### src/rtl/snap_tim_pkg.sv
package snap_tim_pkg;

    typedef enum logic [2:0] {
        PH_IDLE,
        PH_LEAD,
        PH_LINE,
        PH_RESET,
        PH_INTEG
    } phase_e;

    typedef struct packed {
        logic read;
        logic rst;
        logic integ;
    } phase_flags_t;

    function automatic int max_of(input int a, input int b);
        return (a > b) ? a : b;
    endfunction

    function automatic phase_flags_t flags_of(input phase_e ph);
        phase_flags_t f;
        f.read  = (ph == PH_LEAD) || (ph == PH_LINE);
        f.rst   = (ph == PH_RESET);
        f.integ = (ph == PH_INTEG);
        return f;
    endfunction

endpackage

### src/rtl/sft_cfg_latch.sv
module sft_cfg_latch #(
    parameter int ROW_W = 10,
    parameter int COL_W = 11,
    parameter int INT_W = 24
) (
    input  logic             clk,
    input  logic             rst,
    input  logic             load,
    input  logic [ROW_W-1:0] rows_in,
    input  logic [COL_W-1:0] cols_in,
    input  logic [INT_W-1:0] int_in,
    output logic [ROW_W-1:0] rows_q,
    output logic [COL_W-1:0] half_q,
    output logic [INT_W-1:0] int_q
);

    logic [COL_W-1:0] half_raw;

    // two pixels per clock: round an odd column count up
    assign half_raw = COL_W'(cols_in[COL_W-1:1]) + COL_W'(cols_in[0]);

    always_ff @(posedge clk) begin
        if (rst) begin
            rows_q <= ROW_W'(1);
            half_q <= COL_W'(1);
            int_q  <= INT_W'(1);
        end else if (load) begin
            rows_q <= (rows_in == '0)  ? ROW_W'(1) : rows_in;
            half_q <= (half_raw == '0) ? COL_W'(1) : half_raw;
            int_q  <= (int_in == '0)   ? INT_W'(1) : int_in;
        end
    end

    AST_CFG_NONZERO: assert property (@(posedge clk) disable iff (rst)
        (rows_q != '0) && (half_q != '0) && (int_q != '0));

    AST_CFG_HELD: assert property (@(posedge clk) disable iff (rst)
        !load |=> ($stable(int_q) && $stable(rows_q) && $stable(half_q)));

endmodule

### src/rtl/sft_phase_fsm.sv
module sft_phase_fsm
    import snap_tim_pkg::*;
#(
    parameter int ROW_W      = 10,
    parameter int COL_W      = 11,
    parameter int INT_W      = 24,
    parameter int LEAD_CYC   = 2,
    parameter int RESET_CYC  = 4
) (
    input  logic             clk,
    input  logic             rst,
    input  logic             en,
    input  logic [ROW_W-1:0] rows_q,
    input  logic [COL_W-1:0] half_q,
    input  logic [INT_W-1:0] int_q,
    output logic             load,
    output phase_e           phase,
    output logic             lsync_req,
    output logic             frame_done
);

    localparam int CNT_W = max_of(max_of(INT_W, COL_W + 1),
                                  max_of($clog2(LEAD_CYC + 1), $clog2(RESET_CYC + 1)));

    phase_e           state;
    logic [CNT_W-1:0] cnt;
    logic [ROW_W-1:0] row;

    logic lead_last, line_last, row_last, reset_last, integ_last;

    assign lead_last  = (cnt == CNT_W'(LEAD_CYC - 1));
    assign line_last  = (cnt == CNT_W'(half_q));
    assign row_last   = (row == rows_q - ROW_W'(1));
    assign reset_last = (cnt == CNT_W'(RESET_CYC - 1));
    assign integ_last = (cnt == CNT_W'(int_q) - CNT_W'(1));

    assign load       = en && ((state == PH_IDLE) || ((state == PH_INTEG) && integ_last));
    assign lsync_req  = (state == PH_LINE) && (cnt == '0);
    assign frame_done = (state == PH_INTEG) && integ_last;
    assign phase      = state;

    always_ff @(posedge clk) begin
        if (rst) begin
            state <= PH_IDLE;
            cnt   <= '0;
            row   <= '0;
        end else begin
            unique case (state)
                PH_IDLE: begin
                    if (en) begin
                        state <= PH_LEAD;
                        cnt   <= '0;
                    end
                end
                PH_LEAD: begin
                    if (lead_last) begin
                        state <= PH_LINE;
                        cnt   <= '0;
                        row   <= '0;
                    end else begin
                        cnt <= cnt + CNT_W'(1);
                    end
                end
                PH_LINE: begin
                    if (line_last) begin
                        cnt <= '0;
                        if (row_last) begin
                            state <= PH_RESET;
                        end else begin
                            row <= row + ROW_W'(1);
                        end
                    end else begin
                        cnt <= cnt + CNT_W'(1);
                    end
                end
                PH_RESET: begin
                    if (reset_last) begin
                        state <= PH_INTEG;
                        cnt   <= '0;
                    end else begin
                        cnt <= cnt + CNT_W'(1);
                    end
                end
                PH_INTEG: begin
                    if (integ_last) begin
                        state <= en ? PH_LEAD : PH_IDLE;
                        cnt   <= '0;
                    end else begin
                        cnt <= cnt + CNT_W'(1);
                    end
                end
                default: begin
                    state <= PH_IDLE;
                    cnt   <= '0;
                end
            endcase
        end
    end

    AST_IDLE_HOLD: assert property (@(posedge clk) disable iff (rst)
        (state == PH_IDLE && !en) |=> (state == PH_IDLE));

    AST_DONE_RESTART: assert property (@(posedge clk) disable iff (rst)
        (frame_done && en) |=> (state == PH_LEAD));

    AST_DONE_STOP: assert property (@(posedge clk) disable iff (rst)
        (frame_done && !en) |=> (state == PH_IDLE));

    AST_READ_TO_RESET: assert property (@(posedge clk) disable iff (rst)
        (state == PH_RESET) |-> ($past(state) == PH_LINE || $past(state) == PH_RESET));

endmodule

### src/rtl/sft_edge_align.sv
module sft_edge_align #(
    parameter bit FALL_EDGE = 1'b1
) (
    input  logic clk,
    input  logic rst,
    input  logic d,
    output logic q
);

    generate
        if (FALL_EDGE) begin : g_fall
            always_ff @(negedge clk) begin
                if (rst) q <= 1'b0;
                else     q <= d;
            end
        end else begin : g_rise
            always_ff @(posedge clk) begin
                if (rst) q <= 1'b0;
                else     q <= d;
            end
        end
    endgenerate

endmodule

### src/rtl/snap_frame_timer.sv
module snap_frame_timer
    import snap_tim_pkg::*;
#(
    parameter int ROW_W     = 10,
    parameter int COL_W     = 11,
    parameter int INT_W     = 24,
    parameter int LEAD_CYC  = 2,
    parameter int RESET_CYC = 4
) (
    input  logic             clk,
    input  logic             rst,
    input  logic             en,
    input  logic [INT_W-1:0] int_cycles,
    input  logic [ROW_W-1:0] win_rows,
    input  logic [COL_W-1:0] win_cols,
    output logic             fsync,
    output logic             lsync,
    output logic             frame_done,
    output logic             ph_read,
    output logic             ph_reset,
    output logic             ph_integ
);

    logic             load;
    logic             lsync_req;
    phase_e           phase;
    phase_flags_t     flags;
    logic [ROW_W-1:0] rows_q;
    logic [COL_W-1:0] half_q;
    logic [INT_W-1:0] int_q;

    sft_cfg_latch #(
        .ROW_W(ROW_W), .COL_W(COL_W), .INT_W(INT_W)
    ) u_cfg (
        .clk    (clk),
        .rst    (rst),
        .load   (load),
        .rows_in(win_rows),
        .cols_in(win_cols),
        .int_in (int_cycles),
        .rows_q (rows_q),
        .half_q (half_q),
        .int_q  (int_q)
    );

    sft_phase_fsm #(
        .ROW_W(ROW_W), .COL_W(COL_W), .INT_W(INT_W),
        .LEAD_CYC(LEAD_CYC), .RESET_CYC(RESET_CYC)
    ) u_fsm (
        .clk       (clk),
        .rst       (rst),
        .en        (en),
        .rows_q    (rows_q),
        .half_q    (half_q),
        .int_q     (int_q),
        .load      (load),
        .phase     (phase),
        .lsync_req (lsync_req),
        .frame_done(frame_done)
    );

    sft_edge_align #(.FALL_EDGE(1'b1)) u_align (
        .clk(clk),
        .rst(rst),
        .d  (lsync_req),
        .q  (lsync)
    );

    assign flags    = flags_of(phase);
    assign ph_read  = flags.read;
    assign ph_reset = flags.rst;
    assign ph_integ = flags.integ;
    assign fsync    = flags.read | flags.rst;

    AST_FLAGS_ONEHOT: assert property (@(posedge clk) disable iff (rst)
        $onehot0({ph_read, ph_reset, ph_integ}));

    AST_LSYNC_IN_FSYNC: assert property (@(posedge clk) disable iff (rst)
        lsync |-> fsync);

    AST_LSYNC_ONE_WIDE: assert property (@(posedge clk) disable iff (rst)
        lsync |=> !lsync);

    AST_DONE_IN_LOW: assert property (@(posedge clk) disable iff (rst)
        frame_done |-> (ph_integ && !fsync));

    AST_FALL_INTEG: assert property (@(posedge clk) disable iff (rst)
        $fell(fsync) |-> ph_integ);

endmodule

### config.mk
export PLATFORM = sky130hd
export DESIGN_NAME = snap_frame_timer
export DESIGN_NICKNAME = d
export VERILOG_FILES = /design/src/rtl/snap_tim_pkg.sv /design/src/rtl/sft_cfg_latch.sv /design/src/rtl/sft_phase_fsm.sv /design/src/rtl/sft_edge_align.sv /design/src/rtl/snap_frame_timer.sv
export SDC_FILE = /design/constraint.sdc
export NUM_CORES = 1
export LEC_CHECK = 0
export ABC_AREA = 1
export CAP_MARGIN = 0
export CORE_MARGIN = 2
export CORE_UTILIZATION = 40
export CTS_CLUSTER_DIAMETER = 60
export CTS_CLUSTER_SIZE = 25
export DETAILED_ROUTE_END_ITERATION = 10
export SLEW_MARGIN = 20
export SYNTH_ARGS = -nofsm -noshare
export SYNTH_HDL_FRONTEND = slang
export SYNTH_SLANG_ARGS = --single-unit
### constraint.sdc
create_clock -name clk -period 1.9 [get_ports clk]
set_input_delay 0.38 -clock clk [delete_from_list [all_inputs] [get_ports clk]]
set_output_delay 0.38 -clock clk [all_outputs]
set_load 0.01 [all_outputs]
* Word level (Yosys, flattened, before mapping)
Index checks and enable logic that the tools add are counted.
Word-level totals: bits of input ports 48, flip-flop bits (word level) 83, word-level logic and storage cells 63
Cells by class: mux-type cells 21, reductions and logical operators 13, bitwise gates (word level) 1, $add $sub $neg 5, eq/ne operators 16
Operator list (count):
- $mux W24 | 6
- $pmux W24 S5 | 1
- $logic_not A24 Y1 | 2
- $mux W10 | 4
- $add A24 B1 Y24 const B | 1
- $eq A24 B1 Y1 const B | 1
- $eq A24 B11 Y1 | 1
- $eq A24 B2 Y1 const B | 1
- $eq A24 B24 Y1 | 1
- $sub A24 B1 Y24 const B | 1
- $pmux W10 S2 | 1
- $mux W3 | 6
- $pmux W3 S5 | 1
- $add A10 B1 Y11 | 1
- $logic_not A11 Y1 | 1
- $mux W11 | 1
- $add A10 B1 Y10 const B | 1
- $eq A10 B10 Y1 | 1
- $logic_not A10 Y1 | 1
- $ne A2 B1 Y1 const B | 5
- $sub A10 B1 Y10 const B | 1
- $eq A3 B2 Y1 const B | 2
- $reduce_and A6 Y1 | 1
- $ne A2 B2 Y1 const B | 2
- 9 further kinds | 12

* Longest topological paths before layout
depth after elaboration 5, depth in mapped cells 18, depth with buffers taken out 18

* Modules after synthesis
From an unflattened synthesis, not the netlist that was laid out.
Unflattened totals: cell total of the unflattened synthesis 980, area total of the unflattened synthesis 6069.6 um^2
Modules (own cells, without submodules):
- sft_phase_fsm | cells an instance 689, area an instance 4020.1 um^2, sequential area each 740.7 um^2, instances 1
- sft_cfg_latch | cells an instance 278, area an instance 1961.9 um^2, sequential area each 900.9 um^2, instances 1
- snap_frame_timer | cells an instance 9, area an instance 53.8 um^2, sequential area each 0.0 um^2, instances 1
- sft_edge_align | cells an instance 4, area an instance 33.8 um^2, sequential area each 20.0 um^2, instances 1

==> results.md <==
- Outcome: finished with violations
- Failing checks: negative setup slack
- Core footprint: around 14000 µm²
- Worst-path fanout max: 3
- Synth async-reset ratio: 0%
- Avg Synthesized Cell Area: approximately 6 µm²
- Die H: 125 µm
- Final instance area: 9300 µm²
- Clock Sinks: a little over 80
- Area of placed instances: about 7500 µm²
- Switching fraction of total power: 46.1%
- Diode count: 0
- Syn-to-layout area delta: 59.9%
- Cell chain of the critical path: inv_4, ha_4, inv_2, nand2_2, nand3_2, nand2_1, nor2_1, nand3_2, nor2_1, nand3_1, nor2_2, nand2_2, nor3_2, buf_2
- Crit-path slowest cell: dfxtp_4
- Vias in the first global route: 6338
- Slew Viols, Final: 0
- Worst Tran Pin Value: 0.750 ns
- Sequential area share after synthesis: approximately 29%
- IO Count: 54
- Crit path time final: about 2.6 ns
- Area share of the largest cell type after synthesis: around 29%
- Hpwl dp: about 13000 µm
- Residual DRC: 0
- Share of post-route cells with drive strength above 1: 35.6%
- Starting density of the core: 40.4%
- Synth Area in Adders: 1.72%
- Placer Congestion: 0.890
- Die area: ~16000 µm²
- Placed cells: 1309
- Hold path depth: 2
- Pwr Total: 10.8 mW
- H-tree levels: 3
- Cell Rows: 44
- Worst-path clk slew: 0.07 ns
- Fmax: 385 MHz
- Ys flop type: dfxtp_1
- TritonRoute pass-1 iters: 5
- Vias per cell: 5.04
- VDD IR max: 0.752 mV
- CTS root buf: clkbuf_16
- Syn Nets: around 1000
- Power Internal: 5.84 mW
- Initial DRC count: 358
- CP delay by family, top: simple AND/OR/NAND/NOR gates
- RSZ-0062 raised after global routing: true
- CTS Hold Bufs: 0
- CP startpoint kind: flip-flop
- Setup CP Type: flip-flop to output pin
- Largest family of logic cells by synthesized area: simple AND/OR/NAND/NOR gates
- Routed WL: 20400 µm
- First-pass GRT wire length: 30300 µm
- Synth top cells by count: nand2_1, nor2_1, inv_1, dfxtp_1, nand3_1
- Setup violations, final: 85
- Final Non-Filler Cells: 1365
- Synth Cell Area: between 5000 and 6000 µm²
- Initial antenna violation count: 0
- Buffers on Ports: 53
- Hold crit path type: flip-flop to flip-flop
- Compound-Gate Fraction of Synth Area: roughly 8.5%
- Slew headroom: 50.0%
- Nets: 1232
- Multi-input logic area: 4460 µm²
- Combinational share of power: between 60% and 70%
- P_sw: between 4 and 5 mW
- Power per cell area: approximately 1200 nW/µm²
- CP Data Arrival Time: 2.22 ns
- Max incr delay on CP: ~0.39 ns
- Critical path depth: 14
- Wirelength per Cell: 14.9 µm
- Largest net degree at the start of global routing: 55
- Skew-Pair Late Insertion Delay: just over 0.4 ns
- Proportion of synthesized area in mux cells: 0%
- Clk pwr share: 16.1%
- Register area: 1700 µm²
- Fillcell total: 1290
- Bufs and invs on worst path: 3
- Xor/xnor share of the synthesized area: 7.69%
- GRT Total Usage: 24.2%
- MaxCap Viol Count: 0
- Leak: 4.47 nW
- Final worst path period share: 137%
- Post-synth top area cell: dfxtp_1
- Post-synthesis cell type count: 37
- Antenna Nets Post-Route: 0
- Mapped Cells: between 900 and 1000
- Num CTS Buffers: 9
- Synth Area in Simple Gates: roughly 42%
- Clock Path Buffers: 2
- Synth warn: 0
- Vias after detailed routing: between 6000 and 7000
- Min setup slack post-route: -0.698 ns
- Fin. Hold Viols: 0
- Chip Width: roughly 120 µm
- CTS tree: done
- Required time of the critical path: 1.52 ns
- Worst-case clock skew: 0.0522 ns
- Crit. End Element: output pin
- EDFF count, synth: 0
- Most frequent cell after synthesis: nand2_1
- Place WS: -0.716 ns
- R2R depth: 19
- Flop and latch count out of synthesis: 83
- GRT Residual Overflow: 0
- Top post-synthesis cells by area: dfxtp_1, nand2_1, nor2_1
- Sequential share of power: 22.2%
[worst register-to-register path: cells and delay by family, from the launching register on]
kind                     cells  cell delay (ns)
AND/OR/NAND/NOR             12             1.13
flip-flops                   1             0.39
AO/OA/AOI/OAI                1             0.11
adder cells (fa/ha/maj)      1             0.18
buffers and inverters        5             0.64
[timing repair]
item | 4_1_cts | 5_1_grt
setup endpoints to repair | 89 | 87
setup buffers | 18 | 11
endpoints found under the hold margin | 0 | 0
resized for setup | 134 | 206
pin swaps | 31 | 49
cloned | 8 | 10
[power by group through the flow]
| stage | sequential, mW | combinational (mW) | clock [mW] |
|---|---|---|---|
| after detailed placement | 2.38 | 4.30 | 0.00659 |
| after CTS | 2.36 | 5.18 | 1.78 |
| final | 2.40 | 6.68 | 1.75 |
| after floorplan | 2.34 | 2.88 | 0.00659 |
| after global routing | 2.44 | 7.27 | 1.86 |
| after global placement | 2.38 | 4.30 | 0.00659 |
[state kept, by name, indices dropped and copies added (netlist names)]
name and flops:
u_cfg.int_q 24, u_fsm.cnt 24, u_cfg.half_q 11, u_cfg.rows_q 10, u_fsm.row 10, u_fsm.phase 3
u_align.q 1
[worst paths after layout]
path / from / end / slack [ns]
worst min-delay path: u_cfg.half_q[9] / u_cfg.half_q[9] / 0.49
worst max-delay path: u_cfg.int_q[1] / frame_done / -0.70
worst max register to register: u_cfg.int_q[1] / u_cfg.rows_q[5] / -0.66
worst min register to register: u_cfg.half_q[9] / u_cfg.half_q[9] / 0.49
[placed cells by master, fill, tap and decap left out, types with 14 or more instances in the layout]
master / instances
nand4_1: 15
dfxtp_1: 59
nand2_2: 23
nor3_1: 14
nor2_2: 33
nor2_4: 16
nor2_1: 141
buf_6: 27
o21ai_2: 27
dfxtp_2: 20
xor2_1: 37
nand3_1: 45
a21oi_2: 27
nand2_4: 29
clkdlybuf4s50_1: 47
inv_1: 105
xnor2_1: 14
nand2_1: 218
buf_4: 119
[kinds of logic (layout without fill, tap and decap cells)]
kind of cell             count (synthesis)  after routing
AND/OR/NAND/NOR                        582            584
buffers and inverters                  155            360
AO/OA/AOI/OAI                           95             95
flip-flops                              83             83
XOR/XNOR                                51             51
adder cells (fa/ha/maj)                  8              8
[layer usage]
layer,global-route usage (%),part of all wire [%]
met1,29.2,43
met2,42.4,50
met3,5.41,4.9
met4,8.33,2.8
met5,0,0
[layout make-up]
cell class | instances | share of cell area (%)
flip-flops and latches | 83 | 18.3
inverters | 123 | 5.21
multi-input cells | 738 | 48.0
clock inverters | 8 | 0.686
repair buffers | 213 | 21.8
repair inverters | 7 | 1.13
well taps | 184 | 2.48
clock buffers | 9 | 2.42
[metrics by stage]
step                      utilization, %  TNS, ns  hold slack, ns
after CTS                           58.5   -28.48           0.487
after floorplan                        -   -0.281           0.449
after global placement              52.1   -30.23           0.473
final                               64.7   -42.30           0.492
after detailed placement            52.1   -32.69           0.474
after global routing                64.7   -47.82           0.520
No activity file was read; power rests on OpenSTA's default activity.
